### config.mk
export PLATFORM = sky130hd
export DESIGN_NAME = dram_strobe_ctl
export DESIGN_NICKNAME = d
export VERILOG_FILES = /design/src/rtl/dram_strobe_ctl.sv
export SDC_FILE = /design/constraint.sdc
export NUM_CORES = 1
export LEC_CHECK = 0
export ABC_AREA = 0
export ABC_CLOCK_PERIOD_IN_PS = 5500
export BUFFER_PORTS_ARGS = -buffer_cell sky130_fd_sc_hd__buf_2
export CORE_ASPECT_RATIO = 0.7
export CORE_MARGIN = 4
export CORE_UTILIZATION = 45
export DETAILED_ROUTE_END_ITERATION = 7
export PLACE_DENSITY = 0.7
export SYNTH_ARGS = -nofsm -noshare
export SYNTH_HDL_FRONTEND = slang
export SYNTH_SLANG_ARGS = --single-unit
### constraint.sdc
create_clock -name clk -period 5.5 [get_ports clk]
set_input_delay 1.1 -clock clk [delete_from_list [all_inputs] [get_ports clk]]
set_output_delay 1.1 -clock clk [all_outputs]
set_load 0.01 [all_outputs]
### src/rtl/dram_strobe_ctl.sv
module dram_strobe_ctl #(
  parameter int ADDR_W   = 11,
  parameter int DQ_W     = 4,
  parameter int AROW_W   = 2,
  parameter int ACOL_W   = 2,
  parameter int SR_TICKS = 5000
) (
  input  logic              clk,
  input  logic              rst_n,
  input  logic              ras_n,
  input  logic              cas_n,
  input  logic              we_n,
  input  logic              oe_n,
  input  logic [ADDR_W-1:0] addr,
  input  logic [DQ_W-1:0]   dq_in,
  output logic [DQ_W-1:0]   dq_out,
  output logic              dq_oe,
  output logic [ADDR_W-1:0] ref_cnt,
  output logic              rfsh_stb,
  output logic [ADDR_W-1:0] rfsh_row,
  output logic              self_ref,
  output logic              cyc_done,
  output logic [2:0]        cyc_kind,
  output logic              proto_err
);
  localparam int SW    = 4 + ADDR_W + DQ_W;
  localparam int IW    = AROW_W + ACOL_W;
  localparam int WORDS = 1 << IW;
  localparam int CNT_W = (SR_TICKS > 2) ? $clog2(SR_TICKS) : 1;
  localparam logic [SW-1:0] IDLE = {4'b1111, {(ADDR_W+DQ_W){1'b0}}};

  logic [SW-1:0] s1, s2;
  logic p_ras, p_cas, p_we;
  always_ff @(posedge clk or negedge rst_n)
    if (!rst_n) begin
      s1 <= IDLE; s2 <= IDLE;
      p_ras <= 1'b1; p_cas <= 1'b1; p_we <= 1'b1;
    end else begin
      s1 <= {ras_n, cas_n, we_n, oe_n, addr, dq_in};
      s2 <= s1;
      p_ras <= s2[SW-1]; p_cas <= s2[SW-2]; p_we <= s2[SW-3];
    end

  wire              c_ras  = s2[SW-1];
  wire              c_cas  = s2[SW-2];
  wire              c_we   = s2[SW-3];
  wire              c_oe   = s2[SW-4];
  wire [ADDR_W-1:0] c_addr = s2[DQ_W +: ADDR_W];
  wire [DQ_W-1:0]   c_dq   = s2[DQ_W-1:0];

  wire ras_fall = p_ras & ~c_ras;
  wire ras_rise = ~p_ras & c_ras;
  wire cas_fall = p_cas & ~c_cas;
  wire cas_rise = ~p_cas & c_cas;
  wire we_fall  = p_we & ~c_we;

  logic in_cyc, refr, hid, err_cyc, cas_seen, hold_rd, rd_vld;
  logic [2:0]        acc_kind;
  logic [ADDR_W-1:0] row_q;
  logic [ACOL_W-1:0] col_q;
  logic [DQ_W-1:0]   rd_q;
  logic [CNT_W-1:0]  tcnt;
  logic [DQ_W-1:0]   mem [WORDS];

  wire acc       = in_cyc & ~refr & ~err_cyc;
  wire rd_ev     = acc & cas_fall & c_we;
  wire ew_ev     = acc & cas_fall & ~c_we;
  wire dw_ev     = acc & cas_seen & ~c_cas & we_fall & ~cas_fall;
  wire start_err = ras_fall & ~c_cas & ~c_we;
  wire refr_err  = in_cyc & refr & cas_fall;
  wire wen       = ew_ev | dw_ev;
  wire [IW-1:0] aidx = {row_q[AROW_W-1:0], c_addr[ACOL_W-1:0]};
  wire [IW-1:0] widx = ew_ev ? aidx : {row_q[AROW_W-1:0], col_q};

  always_ff @(posedge clk)
    if (wen) mem[widx] <= c_dq;

  always_ff @(posedge clk or negedge rst_n)
    if (!rst_n) begin
      in_cyc <= 1'b0; refr <= 1'b0; hid <= 1'b0; err_cyc <= 1'b0;
      cas_seen <= 1'b0; hold_rd <= 1'b0; rd_vld <= 1'b0; self_ref <= 1'b0;
      acc_kind <= '0; row_q <= '0; col_q <= '0; rd_q <= '0; tcnt <= '0;
      ref_cnt <= '0; rfsh_stb <= 1'b0; rfsh_row <= '0;
      cyc_done <= 1'b0; cyc_kind <= '0; proto_err <= 1'b0;
    end else begin
      rfsh_stb <= 1'b0;
      cyc_done <= 1'b0;
      if (ras_fall) begin
        in_cyc   <= 1'b1;
        row_q    <= c_addr;
        cas_seen <= 1'b0;
        tcnt     <= '0;
        acc_kind <= '0;
        refr     <= ~c_cas & c_we;
        hid      <= ~c_cas & c_we & hold_rd;
        err_cyc  <= start_err;
        if (~c_cas & c_we) begin
          rfsh_stb <= 1'b1;
          rfsh_row <= ref_cnt;
          ref_cnt  <= ref_cnt + 1'b1;
        end
      end
      if (in_cyc & refr & ~self_ref & ~ras_rise) begin
        if (tcnt == CNT_W'(SR_TICKS - 1)) self_ref <= 1'b1;
        else tcnt <= tcnt + 1'b1;
      end
      if (cas_fall & acc) begin
        cas_seen <= 1'b1;
        col_q    <= c_addr[ACOL_W-1:0];
        acc_kind <= c_we ? 3'd1 : 3'd2;
        rd_vld   <= c_we;
      end
      if (rd_ev) rd_q <= mem[aidx];
      if (dw_ev) acc_kind <= 3'd3;
      if (refr_err) err_cyc <= 1'b1;
      if (start_err | refr_err) proto_err <= 1'b1;
      if (cas_rise) begin
        rd_vld  <= 1'b0;
        hold_rd <= 1'b0;
      end
      if (ras_rise) begin
        in_cyc   <= 1'b0;
        self_ref <= 1'b0;
        cyc_done <= 1'b1;
        hold_rd  <= ~c_cas & rd_vld;
        cyc_kind <= err_cyc  ? 3'd0 :
                    self_ref ? 3'd7 :
                    refr     ? (hid ? 3'd6 : 3'd5) :
                    cas_seen ? acc_kind : 3'd4;
        if (~refr & ~err_cyc & ~cas_seen) begin
          rfsh_stb <= 1'b1;
          rfsh_row <= row_q;
        end
      end
    end

  assign dq_oe  = rd_vld & ~c_cas & ~c_oe;
  assign dq_out = dq_oe ? rd_q : '0;

  a_r11_count_step: assert property (@(posedge clk) disable iff (!rst_n)
    (ref_cnt != $past(ref_cnt)) |-> (ref_cnt == $past(ref_cnt) + 1'b1));
  a_r8_self_in_refresh: assert property (@(posedge clk) disable iff (!rst_n)
    self_ref |-> (in_cyc && refr));
  a_r9_err_sticky: assert property (@(posedge clk) disable iff (!rst_n)
    $past(proto_err) |-> proto_err);
  a_r3_early_quiet: assert property (@(posedge clk) disable iff (!rst_n)
    ew_ev |=> !dq_oe);
  a_r1_done_pulse: assert property (@(posedge clk) disable iff (!rst_n)
    cyc_done |=> !cyc_done);
  a_r9_no_write_in_err: assert property (@(posedge clk) disable iff (!rst_n)
    (err_cyc || refr) |-> !wen);
endmodule

==> flow_metrics.tcl, run 1 <==
set metrics [dict create \
    syn_nets 511 \
    hold_violations 0 \
    hold_start "s1[6]" \
    root_buffer "clkbuf_16" \
    die-width_um 156 \
    cts_resized 0 \
    whs_path_depth 0 \
    routed_wirelength_um 13400 \
    cts_tree "yes" \
    tightestPinTransition_ns 0.846 \
    maxSlewHeadroom_pct 43.6 \
    core_um2 14900 \
    cts.path.max_buffers 2 \
    async_reset_ff_share_pct 63.0 \
    cts_setup_buffers 0 \
    period_share_pct 50.5 \
    nets 567 \
    reg2reg_slack_ns 2.82 \
    worstSetupEndpointType "output port" \
    grt_pass1_wl_um 22300 \
    max-cap-violations 0 \
    setup_viol 0 \
    avgSynthCellArea_um2 14.2 \
    outcome "finished clean" \
    synthFlopType "dfrtp_1" \
    numCtsBuffers 17 \
    dr.pass1.iters 5 \
    startpoint "s2[17]" \
    clock_skew_ns 0.0104 \
    grt_pass1_vias 4113 \
    hpwl_um 9010 \
    hp-class "reg2reg" \
    place.gp.congestion 0.842 \
    viasPerCell 5.43 \
    cts_sinks 173 \
    critPathRequiredTime_ns 4.40 \
    hold_buffers 0 \
    clk_pin_slew_ns 0.07 \
    drc_errors 0 \
    multi_input_area_um2 2080 \
    timing.rr.start "p_ras" \
    peakVddDrop_mv 0.264 \
    p_leak_uw 0.00331 \
    start_util_pct 46.5 \
    crit_arrival_ns 1.68 \
    worst_path_max_delay_cell "dfstp_2" \
    layout-drive-gt1-share_pct 25.4 \
    num_antenna_cells 0 \
    overflow 0 \
    worstSetupPathType "reg2out" \
    ys_types 60 \
    ys_seq_area_share_pct 67.4 \
    ant_nets 0 \
    path_cells "nand2b_1 -> nor2_1 -> and2_1 -> buf_2" \
    htree_num_levels 4 \
    dr_total_vias 4074 \
    synth_cells 486 \
    slew_violations 0 \
    portBuffers 54 \
    min_period_ns 2.78 \
    max_freq_mhz 360 \
    slowest_delay_ns 0.63 \
    rsz0062_at_grt "false" \
    antenna_found_initial 0 \
    setup_tns_ns 0 \
    n_fill_cell 1229 \
    wl_per_cell_um 17.9 \
    path_depth 4 \
    area_growth_pct 14.5 \
    synth_area_um2 6920 \
    path_buf_inv 1 \
    drt_iter0_drc 432 \
    track_usage_pct 16.4 \
    synth_edf_count 64 \
    ff2ff_path_depth 6 \
    cp_top_family "flip-flops" \
    hold_slack_ns 0.349 \
    start_kind "register" \
    fp.dieH_um 112 \
    clkLatencyLatePin_ns 0.43 \
    die_area_um2 17400 \
    yosysWarnings 0 \
    critPathMaxFanout 8 \
    grt_max_degree 65 \
    ioPinCount 55 \
    ys_seq_elements 173 \
    ff_latch_area_um2 4660 \
    rows 37 \
    power_density_nw_per_um2 388 \
]
synth_stat cells, drive strengths merged, types with 2 or more instances:
library cell,count,area [µm²]
nand4,8,56.3
mux4,7,158
o21ai,22,110
nand2b,5,31.3
xnor2,10,87.6
inv,11,41.3
nand3b,2,15.0
dfstp,11,289
nor2b,11,68.8
a211oi,2,20.0
o211a,3,30.0
clkbuf,5,18.8
nor2,31,116
mux2,17,191
a22o,3,26.3
a21oi,11,58.8
a311oi,2,17.5
buf,15,109
a31oi,7,43.8
nor3,2,10.0
dfrtp,98,2450
nand2,31,116
o32ai,3,26.3
ha,4,50.1
xor2,2,17.5
or2,3,18.8
or3,4,30.0
edfxtp,64,1920
mux2i,34,340
and2,6,40.0
and3,8,50.1
a21o,6,45.0
nand3,16,90.1
o22ai,7,43.8
layer usage:
layer	track usage (%)	part of all wire, %	up-vias
met5	0	0	-
met4	5.09	1.2	0
met3	5.09	6.9	17
met2	21.8	42	137
met1	25.5	49	2032
li1	-	-	1888
metrics by stage:
stage | cells | setup slack (ns) | power, µW | instance area (µm²) | util, %
5_1_grt | 750 | 2.64 | 3210 | 7920 | 53.3
4_1_cts | 750 | 2.69 | 3100 | 7920 | 53.3
3_5_place_dp | 718 | 2.85 | 1910 | 7330 | 49.3
6_report | 750 | 2.72 | 3070 | 7920 | 53.3
3_3_place_gp | 718 | 2.88 | 1900 | 7330 | 49.3
2_1_floorplan | 486 | 3.40 | 1760 | 6920 | -
report_power, final:
part,total (µW),switching [µW],internal (µW)
Clock,1180,569,611
Combinational,330,183,147
Sequential,1560,111,1450
sequential cells by signal (all words and copies together) (netlist names), 2 cells and up:
register and cells:
acc_kind 2, row_q 11, ref_cnt 11, rd_q 4, s1 19, mem 64, col_q 2, cyc_kind 3
rfsh_row 11, s2 19, tcnt 13
final cells by class:
cell class	instances	share of cell area, %
flip-flops and latches	173	58.9
well taps	195	3.08
multi-input cells	282	26.3
clock buffers	17	5.37
inverters	11	0.521
clock inverters	15	2.13
repair buffers	57	3.73
logic make-up after synthesis:
family	share of synthesized area (%)
AO/OA/AOI/OAI	7.13
XOR/XNOR	1.52
adder cells (fa/ha/maj)	0.724
buffers and inverters	2.44
flip-flops	67.4
multiplexers	9.97
AND/OR/NAND/NOR	10.8
layout by cell type (no fill, tap or decap), types with 3 or more instances in the layout:
master     synthesis  routed
buf_4              3       4
a31oi_1            7       7
inv_1             11      11
mux2_2            17      17
a21o_1             6       6
and2_1             5       5
o211a_1            3       3
nor2_1            31      31
edfxtp_1          64      64
mux4_2             7       7
xnor2_1           10      10
o21ai_0           22      22
or3_1              3       3
mux2i_1           34      34
a21oi_1           10      10
nand2b_1           5       5
o22ai_1            7       7
dfstp_2           11      11
ha_1               4       4
o32ai_1            3       3
and3_1             8       8
buf_2              6      53
dfrtp_1           98      98
nor2b_1           11      11
clkinv_8           0       4
clkbuf_16          0      17
a22o_1             3       3
inv_8              0       5
nand3_1           14      14
nand4_1            7       7
nand2_1           31      31
worst reg2reg max path: stages, from the launching register on:
cell,delay [ns]
dfstp_2,0.53
ha_1,0.70
and3b_1,0.50
buf_4,0.32
and3_1,0.24
nand4_1,0.12
xnor2_1,0.15
path summary, 6_finish.rpt:
path	endpoint
max	dq_out[2]
max in group asynchronous	row_q[3]
max reg2reg	ref_cnt[8]
min	s2[6]
min in group asynchronous	ref_cnt[6]
min reg2reg	s2[6]
(Power assumes the default switching activity.)
==> inputs of run 2 (changes only) <==
Settings changed: ABC_CLOCK_PERIOD_IN_PS 5500 to 2800.
Clock period 5.5 ns to 2.8 ns, I/O delays scaled along.
==> run 2 against run 1 <==
Routed wire length down 0.13%. Sequential cell count unchanged. Via count grew 1.3%. Core utilization grew 0.18 points. Clock skew increased by 0.0013 ns. Critical path depth is the same. Highest routed layer unchanged. Global-route usage hardly changed. First-iteration DRC count down 15%. Power rose by 97%. Sequential share of layout area shrank 0.19 points.
==> flow_metrics.tcl, run 2 (synthesis gave the netlist of run 1 again) <==
set metrics [dict create \
    outcome "finished clean" \
    wl_per_cell_um 17.8 \
    grt_pass1_vias 4145 \
    hpwl_um 9280 \
    cts.path.max_buffers 2 \
    start_kind "register" \
    htree_num_levels 4 \
    p_seq_share_pct 50.7 \
    num_antenna_cells 0 \
    die-width_um 156 \
    root_buffer "clkbuf_16" \
    grt_pass1_wl_um 22300 \
    rows 37 \
    ff2ff_path_depth 4 \
    hold_buffers 0 \
    clk_pin_slew_ns 0.07 \
    overflow 0 \
    p_comb_share_pct 10.7 \
    startpoint "refr" \
    p_int_uw 4480 \
    area_growth_pct 14.9 \
    rsz0062_at_grt "false" \
    top_register "mem" \
    clock_power_share_pct 38.6 \
    slew_violations 0 \
    reg2reg_slack_ns 0.56 \
    clock_skew_ns 0.0117 \
    setup_viol 0 \
    max-cap-violations 0 \
    critPathMaxFanout 11 \
    max_freq_mhz 447 \
    crit_arrival_ns 2.31 \
    grt_max_degree 48 \
    layout-drive-gt1-share_pct 25.4 \
    p_sw_share_pct 25.9 \
    die_area_um2 17400 \
    period_share_pct 79.8 \
    crit_end "mem[15][2]" \
    drt_iter0_drc 366 \
    largest_register_ffs 64 \
    layout_common_cells "dfrtp_1 (98), edfxtp_1 (64), buf_2 (53)" \
    min_period_ns 2.24 \
    path_cells "nor4b_4 -> nand3_2 -> mux2i_1 -> nor2b_1" \
    nets 570 \
    worstSetupPathType "reg2reg" \
    ant_nets 0 \
    reg_top3 "mem x64, s1 x19, s2 x19" \
    portBuffers 54 \
    setup_tns_ns 0 \
    dr.pass1.iters 5 \
    drc_errors 0 \
    hp-class "in2async" \
    viasPerCell 5.48 \
    peakVddDrop_mv 0.403 \
    hold_violations 0 \
    cts_resized 0 \
    tightestPinTransition_ns 0.832 \
    place.gp.congestion 0.849 \
    finalInstanceArea_um2 7950 \
    worstSetupEndpointType "register" \
    fp.dieH_um 112 \
    post-route-util_pct 53.5 \
    clkLatencyLatePin_ns 0.42 \
    regToRegEndpoint "mem[15][2]" \
    maxSlewHeadroom_pct 44.5 \
    routed_wirelength_um 13400 \
    place_area_um2 7360 \
    timing.rr.start "refr" \
    start_util_pct 46.5 \
    cts_setup_buffers 0 \
    antenna_found_initial 0 \
    power_switching_uw 1560 \
    track_usage_pct 16.4 \
    worst_path_max_delay_cell "dfrtp_1" \
    ioPinCount 55 \
    layout_commonest_cell "dfrtp_1" \
    power_density_nw_per_um2 761 \
    slowest_delay_ns 0.51 \
    numCtsBuffers 17 \
    critPathRequiredTime_ns 2.87 \
    cts_sinks 173 \
    dr_total_vias 4126 \
    p_leak_uw 0.00332 \
    cts_tree "yes" \
    core_um2 14900 \
]
## run 2: changes by cell type in the layout (fill, tap and decap cells not counted)
cell | before | now
buf_12 | 0 | 1
buf_4 | 4 | 6
bufinv_16 | 0 | 2
clkbuf_1 | 0 | 2
clkinv_4 | 2 | 1
clkinv_8 | 4 | 0
clkinvlp_4 | 1 | 2
inv_4 | 0 | 1
inv_6 | 2 | 4
inv_8 | 5 | 2
## run 2: cell type report
type | instances | area [µm²]
clock buffer | 19 | 433
clock inverter | 13 | 153
fill | 1195 | 6910
inverter | 11 | 41.3
multi-input combinational | 282 | 2080
sequential | 173 | 4660
tap | 195 | 244
timing repair buffer | 60 | 330
## run 2: critical path: cells and delay by family, from the launching register on
family           cells  cell delay [ns]
flip-flops           1             0.51
AND/OR/NAND/NOR      3             1.02
multiplexers         1             0.36
## run 2: metrics by stage
| stage | hold slack [ns] | power, µW | worst slack [ns] | instances |
|---|---|---|---|---|
| 3_5_place_dp | 0.335 | 3760 | 0.573 | 721 |
| 3_3_place_gp | 0.334 | 3740 | 0.698 | 721 |
| 2_1_floorplan | 0.264 | 3460 | 0.971 | 486 |
| 6_report | 0.138 | 6050 | 0.564 | 753 |
| 4_1_cts | 0.149 | 6090 | 0.549 | 753 |
| 5_1_grt | 0.172 | 6330 | 0.388 | 753 |
## run 2: metal layers
metal / wire length, µm / GRT usage, % / up-vias
met5: 0 / 0 / -
met4: 127 / 4.68 / 0
met3: 1070 / 4.66 / 14
met2: 5790 / 22.8 / 140
met1: 6380 / 25.1 / 2077
li1: - / - / 1895
## run 2: how the worst min path moves through the flow
stage	startpoint	depth (start not counted)	slack, ns	endpoint
after global placement	s1[8]	0	0.33	s2[8]
after floorplan	rst_n	0	0.26	acc_kind[0]
after CTS	rst_n	1	0.15	s2[11]
after global routing	rst_n	1	0.17	row_q[8]
final	rst_n	1	0.14	row_q[8]
after detailed placement	s1[1]	0	0.33	s2[1]
## run 2: power groups by stage
stage / Combinational, µW / Sequential (µW) / Clock (µW)
floorplan: 383 / 3080 / 0
global placement: 636 / 3100 / 0
detailed placement: 650 / 3110 / 0
CTS: 657 / 3070 / 2370
global route: 728 / 3100 / 2500
finish: 646 / 3070 / 2330
==> inputs of run 3 (changes only) <==
Settings changed: ABC_CLOCK_PERIOD_IN_PS 2800 to 2320.
Clock period 2.8 ns to 2.32 ns, I/O delays scaled along.
==> run 3 against run 2 <==
Core utilization grew 0.51 points. Largest cell class unchanged. Largest power group unchanged. Worst hold slack lost 0.12 ns. Die area is the same. Clock skew is essentially flat. Worst setup slack lost 0.40 ns.
==> flow_metrics.tcl, run 3 (synthesis gave the netlist of run 1 again) <==
set metrics [dict create \
    power_switching_uw 1960 \
    place_area_um2 7430 \
    grt_max_degree 42 \
    cts.path.max_buffers 2 \
    p_sw_share_pct 26.7 \
    power_density_nw_per_um2 913 \
    period_share_pct 93.0 \
    cts_resized 0 \
    layout-drive-gt1-share_pct 26.8 \
    layout_commonest_cell "dfrtp_1" \
    numCtsBuffers 17 \
    drt_iter0_drc 333 \
    ff2ff_path_depth 4 \
    hold_buffers 0 \
    overflow 0 \
    slew_violations 0 \
    min_period_ns 2.16 \
    path_cells "nor4b_4 -> nor3b_4 -> nand3_1 -> nor2_1" \
    p_leak_uw 0.00338 \
    critPathMaxFanout 8 \
    total_power_uw 7330 \
    start_util_pct 46.5 \
    setup_tns_ns 0 \
    clock_skew_ns 0.0115 \
    portBuffers 54 \
    hold_violations 0 \
    viasPerCell 5.47 \
    start_kind "register" \
    tightestPinTransition_ns 0.629 \
    p_comb_share_pct 11.3 \
    top_register "mem" \
    layout_common_cells "dfrtp_1 (98), edfxtp_1 (64), buf_2 (53)" \
    clkLatencyLatePin_ns 0.42 \
    hpwl_um 9830 \
    outcome "finished clean" \
    hp-class "in2async" \
    reg_top3 "mem x64, s1 x19, s2 x19" \
    antenna_found_initial 0 \
    worstSetupEndpointType "register" \
    root_buffer "clkbuf_16" \
    regToRegEndpoint "mem[9][1]" \
    cts_setup_buffers 0 \
    timing.rr.start "s2[17]" \
    grt_pass1_wl_um 22900 \
    clk_pin_slew_ns 0.07 \
    grt_pass1_vias 4142 \
    fp.dieH_um 112 \
    maxSlewHeadroom_pct 58.1 \
    largest_register_ffs 64 \
    ioPinCount 55 \
    cts_tree "yes" \
    finalInstanceArea_um2 8020 \
    place.gp.congestion 0.866 \
    nets 579 \
    max_freq_mhz 463 \
    htree_num_levels 4 \
    die-width_um 156 \
    rows 37 \
    p_seq_share_pct 50.4 \
    max-cap-violations 0 \
    track_usage_pct 17.0 \
    reg2reg_slack_ns 0.16 \
    num_antenna_cells 0 \
    cts_sinks 173 \
    peakVddDrop_mv 0.492 \
    ant_nets 0 \
    dr.pass1.iters 5 \
    critPathRequiredTime_ns 2.39 \
    area_growth_pct 16.0 \
    drc_errors 0 \
    die_area_um2 17400 \
    multi_input_area_um2 2080 \
    dr_total_vias 4167 \
    wl_per_cell_um 18.7 \
    worst_path_max_delay_cell "dfstp_2" \
    setup_viol 0 \
    slowest_delay_ns 0.42 \
    n_fill_cell 1203 \
    core_um2 14900 \
    ff_latch_area_um2 4660 \
    p_int_uw 5370 \
    crit_arrival_ns 2.23 \
    worstSetupPathType "reg2reg" \
    routed_wirelength_um 14300 \
    clock_power_share_pct 38.3 \
    rsz0062_at_grt "false" \
]
-- run 3: cell types whose count changed in the layout (fill, tap and decap cells not counted) --
| cell | delta |
|---|---|
| buf_4 | +9 |
| clkbuf_1 | -2 |
| clkinv_4 | +2 |
| clkinv_8 | +2 |
| bufinv_16 | -1 |
| clkbuf_8 | +1 |
| clkinv_2 | -1 |
| clkinvlp_4 | -1 |
| inv_1 | +1 |
| inv_6 | -1 |
-- run 3: power groups by stage --
stage,Clock [µW],Sequential (µW),Combinational (µW)
after floorplan,0,3710,462
after detailed placement,0,3750,828
after global placement,0,3730,809
after CTS,2860,3690,835
final,2810,3700,825
after global routing,3000,3730,903
-- run 3: worst max-delay path by stage --
stage / startpoint / to / slack (ns)
after floorplan: p_cas / mem[15][0] / 0.49
final: s2[17] / mem[9][1] / 0.16
after detailed placement: s2[17] / mem[9][3] / 0.15
after CTS: s2[17] / mem[9][1] / 0.15
after global placement: s2[17] / mem[1][2] / 0.27
after global routing: err_cyc / mem[9][1] / 0.06
-- run 3: routing by layer --
layer  GRT usage [%]  vias to the layer above  wire (µm)
met5               0                        -          0
met4            5.20                        0        102
met3            4.16                        7        933
met2            23.0                      143       6180
met1            27.1                     2103       7040
li1                -                     1914          -
-- run 3: layout make-up --
| cell class | count | share of cell area, % |
|---|---|---|
| Sequential cell | 173 | 58.1 |
| Multi-Input combinational cell | 282 | 26.0 |
| Clock buffer | 18 | 5.47 |
| Timing Repair Buffer | 69 | 4.96 |
| Tap cell | 195 | 3.04 |
| Clock inverter | 14 | 1.93 |
| Inverter | 11 | 0.515 |
-- run 3: per-stage QoR --
stage          cells  worst slack, ns  util (%)  hold slack [ns]
3_5_place_dp     730            0.148      50.0            0.335
2_1_floorplan    486            0.491         -            0.168
6_report         762            0.162      54.0           0.0144
3_3_place_gp     730            0.273      50.0            0.332
4_1_cts          762            0.146      54.0           0.0308
5_1_grt          762           0.0577      54.0           0.0485
-- run 3: critical path, delay by kind of cell, from the launching register on --
kind	cells	cell delay, ns
and+or+nand+nor	4	1.40
DFF	1	0.42
